===== src/rtl/lws_pkg.sv =====
package lws_pkg;

    localparam int WORD_W    = 18;
    localparam int BYTE_W    = 9;
    localparam int NBYTES    = WORD_W / BYTE_W;
    localparam int BURST_W   = 2;

    typedef logic [WORD_W-1:0] word_t;
    typedef logic [NBYTES-1:0] bmask_t;

    typedef enum logic {
        LAT_FLOW = 1'b0,
        LAT_PIPE = 1'b1
    } lat_mode_e;

    typedef struct packed {
        logic   valid;
        logic   wr;
        bmask_t be;
    } cmd_t;

    function automatic logic [BURST_W-1:0] burst_low(
        input logic [BURST_W-1:0] start,
        input logic [BURST_W-1:0] beat,
        input logic               ilv
    );
        return ilv ? (start ^ beat) : (start + beat);
    endfunction

    function automatic word_t merge_bytes(
        input word_t  old_w,
        input word_t  new_w,
        input bmask_t be
    );
        word_t res;
        res = old_w;
        for (int i = 0; i < NBYTES; i++) begin
            if (be[i]) res[i*BYTE_W +: BYTE_W] = new_w[i*BYTE_W +: BYTE_W];
        end
        return res;
    endfunction

endpackage


===== src/rtl/lws_cmd_ctrl.sv =====
module lws_cmd_ctrl
    import lws_pkg::*;
#(
    parameter int AW = 4
) (
    input  logic          clk,
    input  logic          rst,
    input  logic [AW-1:0] addr,
    input  logic          adv,
    input  logic          wr_en,
    input  bmask_t        byte_we,
    input  logic          cs0_n,
    input  logic          cs1,
    input  logic          cs2_n,
    input  logic          sleep,
    input  logic          burst_ilv,
    output cmd_t          cmd_o,
    output logic [AW-1:0] cmd_addr_o
);

    logic                 burst_on;
    logic [AW-1:0]        base_q;
    logic [BURST_W-1:0]   beat_q;
    logic                 burst_wr_q;
    logic [BURST_W-1:0]   next_beat;
    logic                 chips_ok;
    logic                 do_load;
    logic                 do_step;

    assign chips_ok  = !cs0_n && cs1 && !cs2_n;
    assign do_load   = !sleep && !adv && chips_ok;
    assign do_step   = !sleep && adv && burst_on;
    assign next_beat = beat_q + 1'b1;

    always_ff @(posedge clk) begin
        if (rst) begin
            burst_on   <= 1'b0;
            base_q     <= '0;
            beat_q     <= '0;
            burst_wr_q <= 1'b0;
            cmd_o      <= '0;
            cmd_addr_o <= '0;
        end else if (do_load) begin
            burst_on   <= 1'b1;
            base_q     <= addr;
            beat_q     <= '0;
            burst_wr_q <= wr_en;
            cmd_o      <= '{valid: 1'b1, wr: wr_en, be: byte_we};
            cmd_addr_o <= addr;
        end else if (do_step) begin
            beat_q     <= next_beat;
            cmd_o      <= '{valid: 1'b1, wr: burst_wr_q, be: byte_we};
            cmd_addr_o <= {base_q[AW-1:BURST_W],
                           burst_low(base_q[BURST_W-1:0], next_beat, burst_ilv)};
        end else begin
            burst_on   <= 1'b0;
            cmd_o      <= '0;
        end
    end

endmodule


===== src/rtl/lws_wr_pipe.sv =====
module lws_wr_pipe
    import lws_pkg::*;
#(
    parameter int AW = 4
) (
    input  logic          clk,
    input  logic          rst,
    input  lat_mode_e     mode,
    input  cmd_t          cmd1,
    input  logic [AW-1:0] addr1,
    output logic          wr_go,
    output logic [AW-1:0] wr_addr,
    output bmask_t        wr_be
);

    cmd_t          cmd2;
    logic [AW-1:0] addr2;

    always_ff @(posedge clk) begin
        if (rst) begin
            cmd2  <= '0;
            addr2 <= '0;
        end else begin
            cmd2  <= cmd1;
            addr2 <= addr1;
        end
    end

    always_comb begin
        if (mode == LAT_PIPE) begin
            wr_go   = cmd2.valid && cmd2.wr;
            wr_addr = addr2;
            wr_be   = cmd2.be;
        end else begin
            wr_go   = cmd1.valid && cmd1.wr;
            wr_addr = addr1;
            wr_be   = cmd1.be;
        end
    end

endmodule


===== src/rtl/lws_mem_array.sv =====
module lws_mem_array
    import lws_pkg::*;
#(
    parameter int AW    = 4,
    parameter int DEPTH = 1 << AW
) (
    input  logic          clk,
    input  logic          rst,
    input  logic          we,
    input  logic [AW-1:0] waddr,
    input  bmask_t        wbe,
    input  word_t         wdata,
    input  logic [AW-1:0] raddr,
    output word_t         rdata
);

    word_t mem [DEPTH];

    always_ff @(posedge clk) begin
        if (rst) begin
            for (int i = 0; i < DEPTH; i++) mem[i] <= '0;
        end else if (we) begin
            mem[waddr] <= merge_bytes(mem[waddr], wdata, wbe);
        end
    end

    assign rdata = mem[raddr];

endmodule


===== src/rtl/lws_read_out.sv =====
module lws_read_out
    import lws_pkg::*;
#(
    parameter int AW = 4
) (
    input  logic          clk,
    input  logic          rst,
    input  lat_mode_e     mode,
    input  logic          oe,
    input  logic          sleep,
    input  logic          rd_req,
    input  logic [AW-1:0] rd_addr,
    input  word_t         mem_rdata,
    input  logic          wr_go,
    input  logic [AW-1:0] wr_addr,
    input  bmask_t        wr_be,
    input  word_t         din,
    output word_t         dout,
    output logic          dout_vld
);

    logic  fwd_hit;
    word_t fwd_word;
    logic  q_vld;
    word_t q_data;
    logic  src_vld;
    word_t src_data;

    assign fwd_hit  = wr_go && (wr_addr == rd_addr);
    assign fwd_word = fwd_hit ? merge_bytes(mem_rdata, din, wr_be) : mem_rdata;

    always_ff @(posedge clk) begin
        if (rst) begin
            q_vld  <= 1'b0;
            q_data <= '0;
        end else begin
            q_vld  <= rd_req;
            q_data <= fwd_word;
        end
    end

    assign src_vld  = (mode == LAT_PIPE) ? q_vld  : rd_req;
    assign src_data = (mode == LAT_PIPE) ? q_data : mem_rdata;
    assign dout_vld = src_vld && oe && !sleep;
    assign dout     = dout_vld ? src_data : '0;

endmodule


===== src/rtl/late_write_sram.sv =====
module late_write_sram
    import lws_pkg::*;
#(
    parameter int AW = 4
) (
    input  logic          clk,
    input  logic          rst,
    input  logic [AW-1:0] addr,
    input  logic          adv,
    input  logic          wr_en,
    input  logic [1:0]    byte_we,
    input  logic          cs0_n,
    input  logic          cs1,
    input  logic          cs2_n,
    input  logic          pipe_mode,
    input  logic          burst_ilv,
    input  logic          oe,
    input  logic          sleep,
    input  logic [17:0]   din,
    output logic [17:0]   dout,
    output logic          dout_vld
);

    localparam int DEPTH = 1 << AW;

    lat_mode_e     mode;
    cmd_t          cmd1;
    logic [AW-1:0] addr1;
    logic          wr_go;
    logic [AW-1:0] wr_addr;
    bmask_t        wr_be;
    word_t         mem_rdata;
    logic          rd_req;

    assign mode   = lat_mode_e'(pipe_mode);
    assign rd_req = cmd1.valid && !cmd1.wr;

    lws_cmd_ctrl #(.AW(AW)) u_cmd (
        .clk(clk), .rst(rst), .addr(addr), .adv(adv), .wr_en(wr_en),
        .byte_we(byte_we), .cs0_n(cs0_n), .cs1(cs1), .cs2_n(cs2_n),
        .sleep(sleep), .burst_ilv(burst_ilv),
        .cmd_o(cmd1), .cmd_addr_o(addr1)
    );

    lws_wr_pipe #(.AW(AW)) u_wpipe (
        .clk(clk), .rst(rst), .mode(mode), .cmd1(cmd1), .addr1(addr1),
        .wr_go(wr_go), .wr_addr(wr_addr), .wr_be(wr_be)
    );

    lws_mem_array #(.AW(AW), .DEPTH(DEPTH)) u_mem (
        .clk(clk), .rst(rst), .we(wr_go), .waddr(wr_addr), .wbe(wr_be),
        .wdata(din), .raddr(addr1), .rdata(mem_rdata)
    );

    lws_read_out #(.AW(AW)) u_rd (
        .clk(clk), .rst(rst), .mode(mode), .oe(oe), .sleep(sleep),
        .rd_req(rd_req), .rd_addr(addr1), .mem_rdata(mem_rdata),
        .wr_go(wr_go), .wr_addr(wr_addr), .wr_be(wr_be), .din(din),
        .dout(dout), .dout_vld(dout_vld)
    );

endmodule


===== config.mk =====
export PLATFORM = sky130hd
export DESIGN_NAME = late_write_sram
export DESIGN_NICKNAME = d
export VERILOG_FILES = /design/src/rtl/lws_pkg.sv /design/src/rtl/lws_cmd_ctrl.sv /design/src/rtl/lws_wr_pipe.sv /design/src/rtl/lws_mem_array.sv /design/src/rtl/lws_read_out.sv /design/src/rtl/late_write_sram.sv
export SDC_FILE = /design/constraint.sdc
export NUM_CORES = 1
export LEC_CHECK = 0
export BUFFER_PORTS_ARGS = -buffer_cell sky130_fd_sc_hd__buf_2
export CAP_MARGIN = 20
export CORE_AREA = 2 2 214 216
export DETAILED_ROUTE_END_ITERATION = 12
export DIE_AREA = 0 0 216 218
export PLACE_DENSITY = 0.48
export SYNTH_ARGS = -nofsm -noshare
export SYNTH_HDL_FRONTEND = slang
export SYNTH_SLANG_ARGS = --single-unit

===== constraint.sdc =====
create_clock -name clk -period 2.2 [get_ports clk]
set_clock_uncertainty 0.2 [all_clocks]
set_input_delay 0.22 -clock clk [delete_from_list [all_inputs] [get_ports clk]]
set_output_delay 0.22 -clock clk [all_outputs]
set_load 0.05 [all_outputs]

**Word level (Yosys, flattened, before mapping)**

Memories as Yosys holds them, arrays and structs flattened. A register that Yosys moved wholly into a read port is not among the register bits.
Index checks and enable logic that the tools add are counted.

- Register bits after elaboration: 43
- Memory bits (writable): 288
- Output and inout port bits: 19
- Memories kept: 1

- $add $sub $neg: 2
- Eq/ne operators: 4
- Multiplexer cells: 32
- Bitwise operators: 1
- Reduce and logical (&&, ||, !) cells: 22

Memory list:

| name | depth | bits a word | rd ports | clocked after memory_dff | write ports | RTL line | RTL |
|---|---|---|---|---|---|---|---|
| u_mem.mem | 16 | 18 | 1 | 1 | 16 | lws_mem_array.sv:17 | `word_t mem [DEPTH];` |

Operators by type and width:

| kind | number |
|---|---|
| 2-to-1 mux 18 bit | 4 |
| 2-to-1 mux 9 bit | 8 |
| 2-to-1 mux 4 bit | 8 |
| OR reduction 18 bit | 1 |
| logical AND 1 bit | 12 |
| 2-to-1 mux 1 bit | 9 |
| 2-to-1 mux 2 bit | 3 |
| != test 3 bit, second input constant | 2 |
| zero test 1 bit | 5 |
| == test 4 bit | 1 |
| AND reduction 2 bit | 2 |
| adder 2 x 1 -> 2 bit, second input constant | 1 |
| adder 2 bit | 1 |
| != test 2 x 1 -> 1 bit, second input constant | 1 |
| nonzero test 2 bit | 1 |
| OR reduction 2 bit | 1 |
| XOR 2 bit | 1 |

**Longest topological paths before layout**

- Depth after elaboration: 8
- Gate-level depth with buffers: 8
- Depth with buffers taken out: 6

**Cells and area by module**

A second synthesis with hierarchy kept.

- Cell total of the unflattened synthesis: 1140
- Area total of the unflattened synthesis: 15075.7 um^2

Modules (own cells, without submodules):

| module | times used | cells an instance | area each (um^2) |
|---|---|---|---|
| lws_mem_array | 1 | 906 | 12802.3 |
| lws_read_out | 1 | 132 | 1212.4 |
| lws_cmd_ctrl | 1 | 75 | 721.9 |
| lws_wr_pipe | 1 | 26 | 325.3 |
| late_write_sram | 1 | 1 | 13.8 |

**Least setup slack after synthesis**

Ideal clock, no wire load.

- Kind: input -> output
- From: input pipe_mode
- To: output dout[10]
- Data arrival time: 2206 ps
- Path slack: -426 ps
- Cell stages on the path: 7
- Path buffers: 3
- Cell sequence: buf_4 -> or3b_1 -> a21oi_2 -> and2_1 -> buf_4 -> buf_4 -> a22o_1

- Word-level cells in the longest chain between the ends: 4
- Elaborated cells between the ends (all ways): 5

RTL lines:

| item | RTL line | RTL |
|---|---|---|
| start: declaration | late_write_sram.sv:15 | `input logic pipe_mode,` |
| 2-to-1 mux 1 bit | lws_read_out.sv:42 | `assign src_vld = (mode == LAT_PIPE) ? q_vld : rd_req;` |
| logical AND 1 bit (2 in series) | lws_read_out.sv:44 | `assign dout_vld = src_vld && oe && !sleep;` |
| via dout_vld | late_write_sram.sv:21 | `output logic dout_vld` |
| 2-to-1 mux 18 bit | lws_read_out.sv:45 | `assign dout = dout_vld ? src_data : '0;` |
| end: declaration | late_write_sram.sv:20 | `output logic [17:0] dout,` |

The timed path passes the listed nets, and every way through them passes these cells.

==> flow_summary.json <==
{
  "status": "finished, violations left",
  "violations": "setup timing",
  "hold_viol_final": 0,
  "cts_root_buffer": "clkbuf_16",
  "cp_slowest_cell": "mux4_2",
  "max_stage_delay_ps": 500,
  "nets": 1293,
  "synth_compound_area_share_pct": 5.89,
  "diodes": 0,
  "synth.top_cell.area_share_pct": 55.7,
  "ys_warn_count": 0,
  "io_buffer_count": 53,
  "wl_per_cell_um": 21.4,
  "hold_class": "primary input to flip-flop",
  "final_util_pct": 44.4,
  "cp_max_fo": 9,
  "fp.dieW_um": 216,
  "dp_hpwl_mm": 27.3,
  "synthesis.nets": 1058,
  "synth_area_um2": 15500,
  "drive_gt1_share_pct": 35.5,
  "endpoint_kind": "output port",
  "combPwrFrac_pct": 5.5,
  "path_buf_inv": 4,
  "final_cell_mix": "and2_1, edfxtp_1, buf_4",
  "synth.mux.area_fraction_pct": 11.6,
  "p_per_area_nw_per_um2": 711,
  "drc": 0,
  "initial_core_util_pct": 34.6,
  "routed_wl_mm": 40.4,
  "maxSlewHeadroom_pct": 55.7,
  "synth-edff-count": 288,
  "cts_tree": "built",
  "rsz0062_at_grt": "true",
  "period_share_pct": 134,
  "cts_htree_levels": 2,
  "cp.arrival_ps": 2520,
  "coreArea_um2": 44900,
  "min_period_ps": 2940,
  "row_count": 78,
  "slew_violations": 0,
  "first_pass_iters": 4,
  "crit_chain": "buf_12 > buf_12 > mux4_2 > a22oi_2 > buf_4 > nand2_4 > a22o_2 > buf_8",
  "overflow": 0,
  "power.switching_mw": 3.03,
  "worst_pin_slew_ps": 664,
  "hold_slack_ps": 62.3,
  "synthAdderAreaFrac_pct": 0.0805,
  "cts_made_buffers": 39,
  "max_cap_viol_count": 0,
  "setup_viol": 19,
  "worstSkewPairLatency_ps": 550,
  "synth_xor_xnor_area_share_pct": 0.540,
  "syn_area_per_cell_um2": 15.2,
  "grt_max_degree": 30,
  "yosys-top-cells-area": "edfxtp_1, and2_1, mux4_2",
  "yosysSeqAreaShare_pct": 61.7,
  "seqPwrFrac_pct": 50.4,
  "grt_usage_pct": 17.5,
  "power.leakage_nw": 7.55,
  "synth-simple-area-share_pct": 17.9,
  "antenna_found_initial": 0,
  "fin_ws_ps": -742,
  "final_common_cell": "and2_1",
  "vias": 9170,
  "yosys.area.top_type": "edfxtp_1",
  "clock.fmax_ghz": 0.340,
  "grt_first_pass_wirelength_mm": 60.9,
  "clock_path_buffers": 3,
  "start_kind": "flip-flop",
  "path_delay_family": "buffers and inverters",
  "cts.clk_slew.worst_paths_ps": 50,
  "p_int_mw": 11.1,
  "crit_top_cell": "buf_12",
  "synthCells": 1022,
  "io_pins": 54,
  "first_iter_violations": 488,
  "ir_drop_v": 0.000459,
  "synth_top_family_by_area": "simple AND/OR/NAND/NOR gates",
  "synth_top_flop_cell": "edfxtp_1",
  "syn2layout_area_growth_pct": 28.3,
  "place.gp.congestion": 0.753,
  "worstSetupPathType": "flip-flop to output port",
  "die_area_um2": 47100,
  "clock_power_share_pct": 44.1,
  "fp.dieH_um": 218,
  "async_flop_share_pct": 0,
  "ys_seq_elements": 335,
  "cp.required_ps": 1780,
  "grt_pass1_vias": 9622,
  "post_synth_num_cell_types": 58,
  "viasPerCell": 4.86,
  "swShare_pct": 21.4,
  "ant_nets": 0,
  "cts.sinks": 335
}
==> through the flow <==
stage	area [um2]	setup slack, ps	TNS, ps	std cells	total power, mW
5_1_grt	19900	-823	-14410	1886	14.6
6_report	19900	-742	-12420	1886	14.2
3_5_place_dp	17900	-414	-24280	1769	7.98
3_3_place_gp	17900	-411	-20710	1769	7.98
4_1_cts	19800	-805	-13620	1879	14.3
2_1_floorplan	15600	-215	-15480	1022	7.59
==> timing repair <==
action,in CTS,in global routing
hold endpoints to repair,83,0
pin swaps,17,16
cloned,1,1
gates resized for setup,84,28
hold buffers,33,0
setup endpoints to repair,63,199
setup buffers,7,6
==> cells in the mapped netlist, drive strengths merged (11+ instances only) <==
cell type	instances
a22oi	36
o21ai	19
nand2	32
mux4	72
nor2b	11
or2	22
clkbuf	37
buf	22
edfxtp	288
and2	292
a22o	36
nor3	23
dfxtp	47
nor2	18
==> path summary, 6_finish.rpt <==
kind / startpoint / end / slack [ps] / cells past startpoint
setup / recovery: flip-flop / dout[0] / -740 / 8
hold / removal: adv / u_cmd.beat_q[0] / 60 / 4
setup reg to reg: flip-flop / u_rd.q_data[0] / -10 / 8
hold reg to reg: u_cmd.cmd_o[2] / u_rd.q_vld / 230 / 1
==> power groups by stage <==
stage	clock network (mW)	logic [mW]	registers (mW)
after floorplan	0	0.345	7.24
after global placement	0	0.710	7.27
after detailed placement	0	0.713	7.27
after CTS	6.41	0.784	7.14
after global routing	6.63	0.837	7.15
final	6.25	0.780	7.14
==> logic make-up after synthesis <==
group                      after synthesis
DFF                                    335
and+or+nand+nor                        424
adders and majority gates                1
buffers and inverters                   62
muxes                                   79
xor gates and xnor gates                 8
AOI/OAI and AO/OA                      113
==> area by class of cell <==
class | instances | area [um2]
clock buffers | 58 | 1140
inverters | 3 | 11.3
flip-flops and latches | 335 | 9600
clock inverters | 12 | 92.6
repair buffers | 253 | 2460
fillers | 4022 | 25000
multi-input cells | 625 | 5890
well taps | 600 | 751
==> sequential cells by signal, indices dropped and copies added, names as in the netlist, named ones only <==
| signal | count |
|---|---|
| u_cmd.base_q | 4 |
| u_cmd.beat_q | 2 |
| u_cmd.burst_on | 1 |
| u_cmd.burst_wr_q | 1 |
| u_cmd.cmd_addr_o | 4 |
| u_cmd.cmd_o | 4 |
| u_mem.mem | 288 |
| u_rd.q_data | 18 |
| u_rd.q_vld | 1 |
| u_wpipe.addr2 | 4 |
| u_wpipe.cmd2 | 4 |
==> per-layer routing <==
metal | up-vias | share of wire (%) | GRT usage [%]
li1 | 4324 | - | -
met1 | 4660 | 47 | 24.1
met2 | 140 | 48 | 29.1
met3 | 46 | 3.2 | 2.86
met4 | 0 | 1.8 | 4.47
met5 | - | 0 | 0
==> tightest hold or removal path, stage by stage <==
cell and delay, ps:
buf_2 120, and3b_1 220, xnor2_1 160, nor3_1 40
Power figures use the tool's default switching activity.
